File: src/rtl/irq_nest_pkg.sv
package irq_nest_pkg;

    typedef enum logic [1:0] {
        ACK_IDLE = 2'd0,
        ACK_LOW  = 2'd1,
        ACK_GAP  = 2'd2
    } ack_state_e;

    typedef enum logic [1:0] {
        EOI_NONSPEC     = 2'b00,
        EOI_SPEC        = 2'b01,
        EOI_ROT_NONSPEC = 2'b10,
        EOI_RSVD        = 2'b11
    } eoi_kind_e;

endpackage

File: src/rtl/irq_prio_pick.sv
// Rotating priority picker: the level just after ptr_i is most urgent.
// N must be a power of two so index arithmetic wraps by truncation.
module irq_prio_pick #(
    parameter int N = 8,
    parameter int W = $clog2(N)
) (
    input  logic [N-1:0] vec_i,
    input  logic [W-1:0] ptr_i,
    output logic         found_o,
    output logic [W-1:0] lvl_o,
    output logic [W-1:0] rank_o
);

    logic [W-1:0] idx;

    always_comb begin
        found_o = 1'b0;
        lvl_o   = '0;
        idx     = '0;
        for (int k = N - 1; k >= 0; k--) begin
            idx = ptr_i + W'(1) + W'(k);
            if (vec_i[idx]) begin
                found_o = 1'b1;
                lvl_o   = idx;
            end
        end
        rank_o = lvl_o - ptr_i - W'(1);
    end

endmodule

File: src/rtl/irq_ack_fsm.sv
module irq_ack_fsm
    import irq_nest_pkg::*;
(
    input  logic       clk,
    input  logic       rst_n,
    input  logic       ack_n_i,
    input  logic       mode86_i,
    output ack_state_e st_o,
    output logic       first_fall_o,
    output logic       last_rise_o,
    output logic       vec_valid_o
);

    ack_state_e st_q, st_d;
    logic [1:0] cnt_q, cnt_d;
    logic       ack_n_q;
    logic       fall, rise, at_last;
    logic [1:0] last_idx;

    assign fall     = ack_n_q & ~ack_n_i;
    assign rise     = ~ack_n_q & ack_n_i;
    assign last_idx = mode86_i ? 2'd1 : 2'd2;
    assign at_last  = (cnt_q >= last_idx);

    // State register
    always_ff @(posedge clk or negedge rst_n) begin
        if (!rst_n) begin
            st_q    <= ACK_IDLE;
            cnt_q   <= 2'd0;
            ack_n_q <= 1'b1;
        end else begin
            st_q    <= st_d;
            cnt_q   <= cnt_d;
            ack_n_q <= ack_n_i;
        end
    end

    // Next state
    always_comb begin
        st_d  = st_q;
        cnt_d = cnt_q;
        unique case (st_q)
            ACK_IDLE: begin
                if (fall) begin
                    st_d  = ACK_LOW;
                    cnt_d = 2'd0;
                end
            end
            ACK_LOW: begin
                if (rise) begin
                    if (at_last) begin
                        st_d = ACK_IDLE;
                    end else begin
                        st_d  = ACK_GAP;
                        cnt_d = cnt_q + 2'd1;
                    end
                end
            end
            ACK_GAP: begin
                if (fall) st_d = ACK_LOW;
            end
            default: st_d = ACK_IDLE;
        endcase
    end

    // Outputs
    always_comb begin
        st_o         = st_q;
        first_fall_o = (st_q == ACK_IDLE) && fall;
        last_rise_o  = (st_q == ACK_LOW) && rise && at_last;
        vec_valid_o  = (st_q == ACK_LOW) && at_last;
    end

    assert_first_fall_enters_low_R5: assert property (@(posedge clk) disable iff (!rst_n)
        first_fall_o |=> (st_q == ACK_LOW) && (cnt_q == 2'd0));

    assert_last_rise_returns_idle_R6: assert property (@(posedge clk) disable iff (!rst_n)
        last_rise_o |=> (st_q == ACK_IDLE));

    assert_gap_only_after_rise_R6: assert property (@(posedge clk) disable iff (!rst_n)
        $rose(st_q == ACK_GAP) |-> $past(rise));

endmodule

File: src/rtl/irq_service_regs.sv
module irq_service_regs #(
    parameter int N = 8,
    parameter int W = $clog2(N)
) (
    input  logic         clk,
    input  logic         rst_n,
    input  logic         set_en_i,
    input  logic [W-1:0] set_lvl_i,
    input  logic [N-1:0] clr_vec_i,
    input  logic         ptr_we_i,
    input  logic [W-1:0] ptr_nxt_i,
    output logic [N-1:0] isr_o,
    output logic [W-1:0] ptr_o
);

    logic [N-1:0] isr_q, set_vec;
    logic [W-1:0] ptr_q;

    always_comb begin
        set_vec = '0;
        if (set_en_i) set_vec[set_lvl_i] = 1'b1;
    end

    always_ff @(posedge clk or negedge rst_n) begin
        if (!rst_n) begin
            isr_q <= '0;
            ptr_q <= '1;
        end else begin
            isr_q <= (isr_q & ~clr_vec_i) | set_vec;
            if (ptr_we_i) ptr_q <= ptr_nxt_i;
        end
    end

    assign isr_o = isr_q;
    assign ptr_o = ptr_q;

    assert_single_isr_set_R5: assert property (@(posedge clk) disable iff (!rst_n)
        $countones(isr_q & ~$past(isr_q)) <= 1);

    assert_ptr_moves_only_on_rotate_R11: assert property (@(posedge clk) disable iff (!rst_n)
        !ptr_we_i |=> $stable(ptr_q));

endmodule

File: src/rtl/irq_nest_ctrl.sv
module irq_nest_ctrl
    import irq_nest_pkg::*;
#(
    parameter  int NUM_LVL = 8,
    localparam int LVL_W   = $clog2(NUM_LVL)
) (
    input  logic               clk,
    input  logic               rst_n,
    input  logic [NUM_LVL-1:0] req_i,
    output logic               int_o,
    input  logic               ack_n_i,
    input  logic               cfg_we_i,
    input  logic               cfg_aeoi_i,
    input  logic               cfg_mode86_i,
    input  logic               cfg_rot_aeoi_i,
    input  logic               cfg_smm_i,
    input  logic               eoi_we_i,
    input  logic [1:0]         eoi_kind_i,
    input  logic [LVL_W-1:0]   eoi_lvl_i,
    input  logic               imr_we_i,
    input  logic [NUM_LVL-1:0] imr_i,
    output logic [LVL_W-1:0]   vec_o,
    output logic               vec_valid_o
);

    localparam logic [LVL_W-1:0] SPUR_LVL = LVL_W'(NUM_LVL - 1);

    logic [NUM_LVL-1:0] irr_q, imr_q;
    logic               aeoi_q, mode86_q, rot_aeoi_q, smm_q;
    logic [LVL_W-1:0]   vec_q, serv_lvl_q;
    logic               serv_real_q;

    logic [NUM_LVL-1:0] isr_w, isr_blk, req_eff, clr_vec;
    logic [LVL_W-1:0]   ptr_w, ptr_nxt;
    logic               ptr_we;
    logic               req_found, isr_found, grant_ok;
    logic [LVL_W-1:0]   lvl_req, lvl_isr, rank_req, rank_isr;
    ack_state_e         ack_st;
    logic               first_fall, last_rise, vv;

    // Captured requests, mask and mode bits
    always_ff @(posedge clk or negedge rst_n) begin
        if (!rst_n) begin
            irr_q      <= '0;
            imr_q      <= '0;
            aeoi_q     <= 1'b0;
            mode86_q   <= 1'b0;
            rot_aeoi_q <= 1'b0;
            smm_q      <= 1'b0;
        end else begin
            irr_q <= req_i;
            if (imr_we_i) imr_q <= imr_i;
            if (cfg_we_i) begin
                aeoi_q     <= cfg_aeoi_i;
                mode86_q   <= cfg_mode86_i;
                rot_aeoi_q <= cfg_rot_aeoi_i;
                smm_q      <= cfg_smm_i;
            end
        end
    end

    assign req_eff = irr_q & ~imr_q;
    assign isr_blk = smm_q ? (isr_w & ~imr_q) : isr_w;

    irq_prio_pick #(.N(NUM_LVL), .W(LVL_W)) u_pick_req (
        .vec_i  (req_eff),
        .ptr_i  (ptr_w),
        .found_o(req_found),
        .lvl_o  (lvl_req),
        .rank_o (rank_req)
    );

    irq_prio_pick #(.N(NUM_LVL), .W(LVL_W)) u_pick_isr (
        .vec_i  (isr_blk),
        .ptr_i  (ptr_w),
        .found_o(isr_found),
        .lvl_o  (lvl_isr),
        .rank_o (rank_isr)
    );

    assign grant_ok = req_found && (!isr_found || (rank_req < rank_isr));

    irq_ack_fsm u_ack (
        .clk         (clk),
        .rst_n       (rst_n),
        .ack_n_i     (ack_n_i),
        .mode86_i    (mode86_q),
        .st_o        (ack_st),
        .first_fall_o(first_fall),
        .last_rise_o (last_rise),
        .vec_valid_o (vv)
    );

    // Vector and serviced-level latch at the first falling edge
    always_ff @(posedge clk or negedge rst_n) begin
        if (!rst_n) begin
            vec_q       <= '0;
            serv_lvl_q  <= '0;
            serv_real_q <= 1'b0;
        end else if (first_fall) begin
            vec_q       <= grant_ok ? lvl_req : SPUR_LVL;
            serv_lvl_q  <= lvl_req;
            serv_real_q <= grant_ok;
        end
    end

    // End-of-interrupt resolution
    always_comb begin
        clr_vec = '0;
        ptr_we  = 1'b0;
        ptr_nxt = ptr_w;
        if (last_rise && aeoi_q && serv_real_q) begin
            clr_vec[serv_lvl_q] = 1'b1;
            if (rot_aeoi_q) begin
                ptr_we  = 1'b1;
                ptr_nxt = serv_lvl_q;
            end
        end
        if (eoi_we_i) begin
            unique case (eoi_kind_e'(eoi_kind_i))
                EOI_NONSPEC: begin
                    if (isr_found) clr_vec[lvl_isr] = 1'b1;
                end
                EOI_SPEC: begin
                    clr_vec[eoi_lvl_i] = 1'b1;
                end
                EOI_ROT_NONSPEC: begin
                    if (isr_found) begin
                        clr_vec[lvl_isr] = 1'b1;
                        ptr_we           = 1'b1;
                        ptr_nxt          = lvl_isr;
                    end
                end
                EOI_RSVD: begin
                end
                default: begin
                end
            endcase
        end
    end

    irq_service_regs #(.N(NUM_LVL), .W(LVL_W)) u_svc (
        .clk      (clk),
        .rst_n    (rst_n),
        .set_en_i (first_fall && grant_ok),
        .set_lvl_i(lvl_req),
        .clr_vec_i(clr_vec),
        .ptr_we_i (ptr_we),
        .ptr_nxt_i(ptr_nxt),
        .isr_o    (isr_w),
        .ptr_o    (ptr_w)
    );

    assign int_o       = grant_ok && (ack_st == ACK_IDLE);
    assign vec_o       = vec_q;
    assign vec_valid_o = vv;

    assert_int_needs_unmasked_R3: assert property (@(posedge clk) disable iff (!rst_n)
        int_o |-> |(irr_q & ~imr_q));

    assert_int_not_same_level_R4: assert property (@(posedge clk) disable iff (!rst_n)
        int_o |-> !isr_blk[lvl_req]);

    assert_spec_eoi_clears_R9: assert property (@(posedge clk) disable iff (!rst_n)
        (eoi_we_i && eoi_kind_i == 2'b01 && !first_fall) |=> !isr_w[$past(eoi_lvl_i)]);

    assert_spurious_sets_nothing_R12: assert property (@(posedge clk) disable iff (!rst_n)
        (first_fall && !grant_ok) |=> (vec_o == SPUR_LVL) && ($countones(isr_w & ~$past(isr_w)) == 0));

endmodule

File: config.mk
export PLATFORM = sky130hd
export DESIGN_NAME = irq_nest_ctrl
export DESIGN_NICKNAME = d
export VERILOG_FILES = /design/src/rtl/irq_nest_pkg.sv /design/src/rtl/irq_prio_pick.sv /design/src/rtl/irq_ack_fsm.sv /design/src/rtl/irq_service_regs.sv /design/src/rtl/irq_nest_ctrl.sv
export SDC_FILE = /design/constraint.sdc
export NUM_CORES = 1
export LEC_CHECK = 0
export BUFFER_PORTS_ARGS = -buffer_cell sky130_fd_sc_hd__buf_2
export CORE_ASPECT_RATIO = 0.9
export CORE_MARGIN = 5
export CORE_UTILIZATION = 35
export CTS_CLUSTER_SIZE = 28
export DETAILED_ROUTE_END_ITERATION = 12
export SETUP_SLACK_MARGIN = 0.02
export SLEW_MARGIN = 25
export SYNTH_ARGS = -nofsm -noshare
export SYNTH_HDL_FRONTEND = slang
export SYNTH_SLANG_ARGS = --single-unit
File: constraint.sdc
create_clock -name clk -period 8.6 [get_ports clk]
set_clock_uncertainty 0.05 [all_clocks]
set_input_delay 1.72 -clock clk [delete_from_list [all_inputs] [get_ports clk]]
set_output_delay 1.72 -clock clk [all_outputs]
set_load 0.02 [all_outputs]
==> impl_metrics.env <==
export IMPL_outcome="finished clean"
export IMPL_synthCells=488
export IMPL_drv_cap=0
export IMPL_min_path_cells=1
export IMPL_path_cells="inv_4 > ha_1 > buf_4 > nor4bb_2 > o41ai_1 > o21a_1 > a21boi_0 > o2111ai_1 > o311ai_4 > inv_2 > ha_1 > fa_1 > xnor2_1 > xnor2_1 > ha_1 > nor2b_1 > o22ai_1 > a21boi_0 > nor3b_1 > buf_2"
export IMPL_finalCritPeriodShare=0.927
export IMPL_clockBufferDepth=2
export IMPL_via_per_inst=6.20
export IMPL_yosys_top_cells_area="dfrtp_1 21%, mux4_2 7.3%, mux2_2 4.8%, mux2i_1 4.3%, nor2_1 4.1%"
export IMPL_drive_above_1_share=0.265
export IMPL_fillerInstances=1280
export IMPL_die_x_um=131
export IMPL_critPathMaxStageDelay_ps=730
export IMPL_critPathArrivalTime_ps=6210
export IMPL_wire_per_inst_um=20.2
export IMPL_finalMaxSlewViolations=0
export IMPL_synth_top_family_by_area="compound AO/OA/AOI/OAI gates"
export IMPL_final_min_clock_period_ps=7980
export IMPL_synth_xor_area_share=0.0342
export IMPL_syn_cell_area_mm2=0.00465
export IMPL_regArea_mm2=0.00108
export IMPL_core_area_mm2=0.0132
export IMPL_dp_hpwl_um=10500
export IMPL_rr_worst_depth=20
export IMPL_worstMarginPinSlew_ps=724
export IMPL_synth_mux_area_frac=0.168
export IMPL_n_antenna_cell=0
export IMPL_setup_viol=0
export IMPL_antenna_found_initial=0
export IMPL_multi_input_area_mm2=0.00333
export IMPL_synth_top_area_frac=0.210
export IMPL_synth_most_common_cell="nor2_1"
export IMPL_port_buffers=35
export IMPL_grt_pass1_vias=4179
export IMPL_yosys_most_used_dff="dfrtp_1"
export IMPL_hp_class="register to register"
export IMPL_via_count=4201
export IMPL_timing_final_hold_violations=0
export IMPL_clk_pin_slew_ps=70
export IMPL_start_kind="register"
export IMPL_cpMaxStageDelayCell="o41ai_1"
export IMPL_syn_nets=529
export IMPL_cts_sinks=43
export IMPL_htree_levels=2
export IMPL_ys_seq_area_frac=0.233
export IMPL_crit_required_ps=6830
export IMPL_synthSimpleGateAreaFrac=0.218
export IMPL_synth_edff_count=0
export IMPL_cts_made_buffers=5
export IMPL_yosysUniqueCellTypes=100
export IMPL_critPathKind="register to output pin"
export IMPL_synthAdderAreaFrac=0.0302
export IMPL_crit_fanout=16
export IMPL_clkLatencyLatePin_ps=290
export IMPL_synth_compound_area_frac=0.268
export IMPL_grt_use_total=0.171
export IMPL_drc_errors=0
export IMPL_ys_ff_latch=43
export IMPL_cts_root_buffer="clkbuf_16"
export IMPL_boundaryPins=36
export IMPL_dr_pass1_iters=5
export IMPL_synth_async_reset_ratio=1.00
export IMPL_die_area_mm2=0.0157
export IMPL_place_congestion=0.944
export IMPL_final_antenna_net_count=0
export IMPL_overflow=0
export IMPL_relSlewSlack=0.511
export IMPL_drt_iter0_markers=259
export IMPL_synth_common_cells="51 x nor2_1, 39 x dfrtp_1, 33 x nand2_1, 24 x o21ai_0, 21 x nand2b_1"
export IMPL_yosysWarningCount=0
export IMPL_cts_setup_buffers=0
export IMPL_placementRows=40
export IMPL_rsz0062_at_grt="false"
export IMPL_cts_resized=0
export IMPL_yosys_area_top_type="dfrtp_1"
export IMPL_start_util=0.353
export IMPL_area_delta_synth_final_pct=8.75
export IMPL_grt_max_degree=44
export IMPL_final_nets=550
export IMPL_utilization=0.384
export IMPL_path_common_cell="ha_1"
export IMPL_fin_setup_tns_ps=0
export IMPL_cts_tree="done"
export IMPL_die_y_um=119
export IMPL_syn_avg_cell_area_um2=9.52
export IMPL_detail_route_wirelength_um=13700
export IMPL_critPathCaptureType="output pin"
export IMPL_max_freq_ghz=0.125
export IMPL_grt_pass1_wl_um=22100
export IMPL_cts_hold_buffers=0
[cell usage in the layout (no fill, tap or decap), types with 7 or more instances in the layout]
cell type / synthesis / final
nor2_1: 51 / 51
dfrtp_1: 39 / 39
buf_2: 2 / 34
nand2_1: 33 / 33
o21ai_0: 24 / 24
nand2b_1: 21 / 21
mux2i_1: 20 / 20
mux2_2: 20 / 20
a21oi_1: 18 / 18
mux4_2: 15 / 15
o221ai_1: 10 / 10
o22ai_1: 9 / 9
inv_1: 8 / 8
ha_1: 8 / 8
a22oi_1: 7 / 7
buf_4: 5 / 7
[cell type report]
type | instances | share of cell area
inverters | 14 | 0.0109
multi-input cells | 404 | 0.660
flip-flops and latches | 43 | 0.214
repair buffers | 41 | 0.0441
clock buffers | 5 | 0.0248
well taps | 168 | 0.0416
clock inverters | 3 | 0.00471
[per-stage QoR]
stage / hold WS (ps) / std cells / cell area, µm² / setup slack, ps
floorplan: 415 / 488 / 4650 / 1220
detailed placement: 431 / 670 / 4900 / 984
finish: 443 / 678 / 5050 / 625
global placement: 435 / 670 / 4900 / 1210
global route: 466 / 678 / 5050 / 226
CTS: 447 / 678 / 5050 / 657
[per-layer routing]
metal / vias up / wire [µm] / part of all wire / track usage
li1: 1936 / - / - / -
met1: 2077 / 6100 / 0.44 / 0.238
met2: 162 / 6430 / 0.47 / 0.275
met3: 26 / 895 / 0.065 / 0.0270
met4: 0 / 291 / 0.021 / 0.0521
met5: - / 0 / 0 / 0
[sequential cells by signal, indices dropped and copies added, names as in the netlist, 2 cells and up]
name and count:
u_svc.isr_o 8, irr_q 8, u_ack.st_o 2, vec_o 3
u_ack.cnt_q 2, imr_q 8, u_svc.ptr_o 3, serv_lvl_q 3
[worst paths after layout]
kind	startpoint	to	slack, ps
max in group asynchronous	rst_n	u_svc.ptr_o[2]	6760
max	u_svc.ptr_o[0]	int_o	620
max reg2reg	u_svc.ptr_o[0]	u_svc.isr_o[6]	2740
min reg2reg	vec_o[0]	vec_o[0]	440
min	vec_o[0]	vec_o[0]	440
min in group asynchronous	rst_n	serv_lvl_q[1]	1360
[logic make-up after synthesis]
kind of cell | Yosys count
simple gates | 173
compound gates | 156
mux | 56
flops | 43
buf+inv | 41
fa+ha+maj | 10
xor+xnor | 9
[worst max-delay path, delay by kind of cell (launching register included)]
family | cells | cell delay (ps)
XOR/XNOR | 2 | 320
AND/OR/NAND/NOR | 3 | 570
AO/OA/AOI/OAI | 7 | 2300
adder cells (fa/ha/maj) | 4 | 1500
flip-flops | 1 | 580
buffers and inverters | 4 | 650
Power is not shown: default switching activity piles up to over one toggle a cycle in this logic, so the estimate is an artifact.
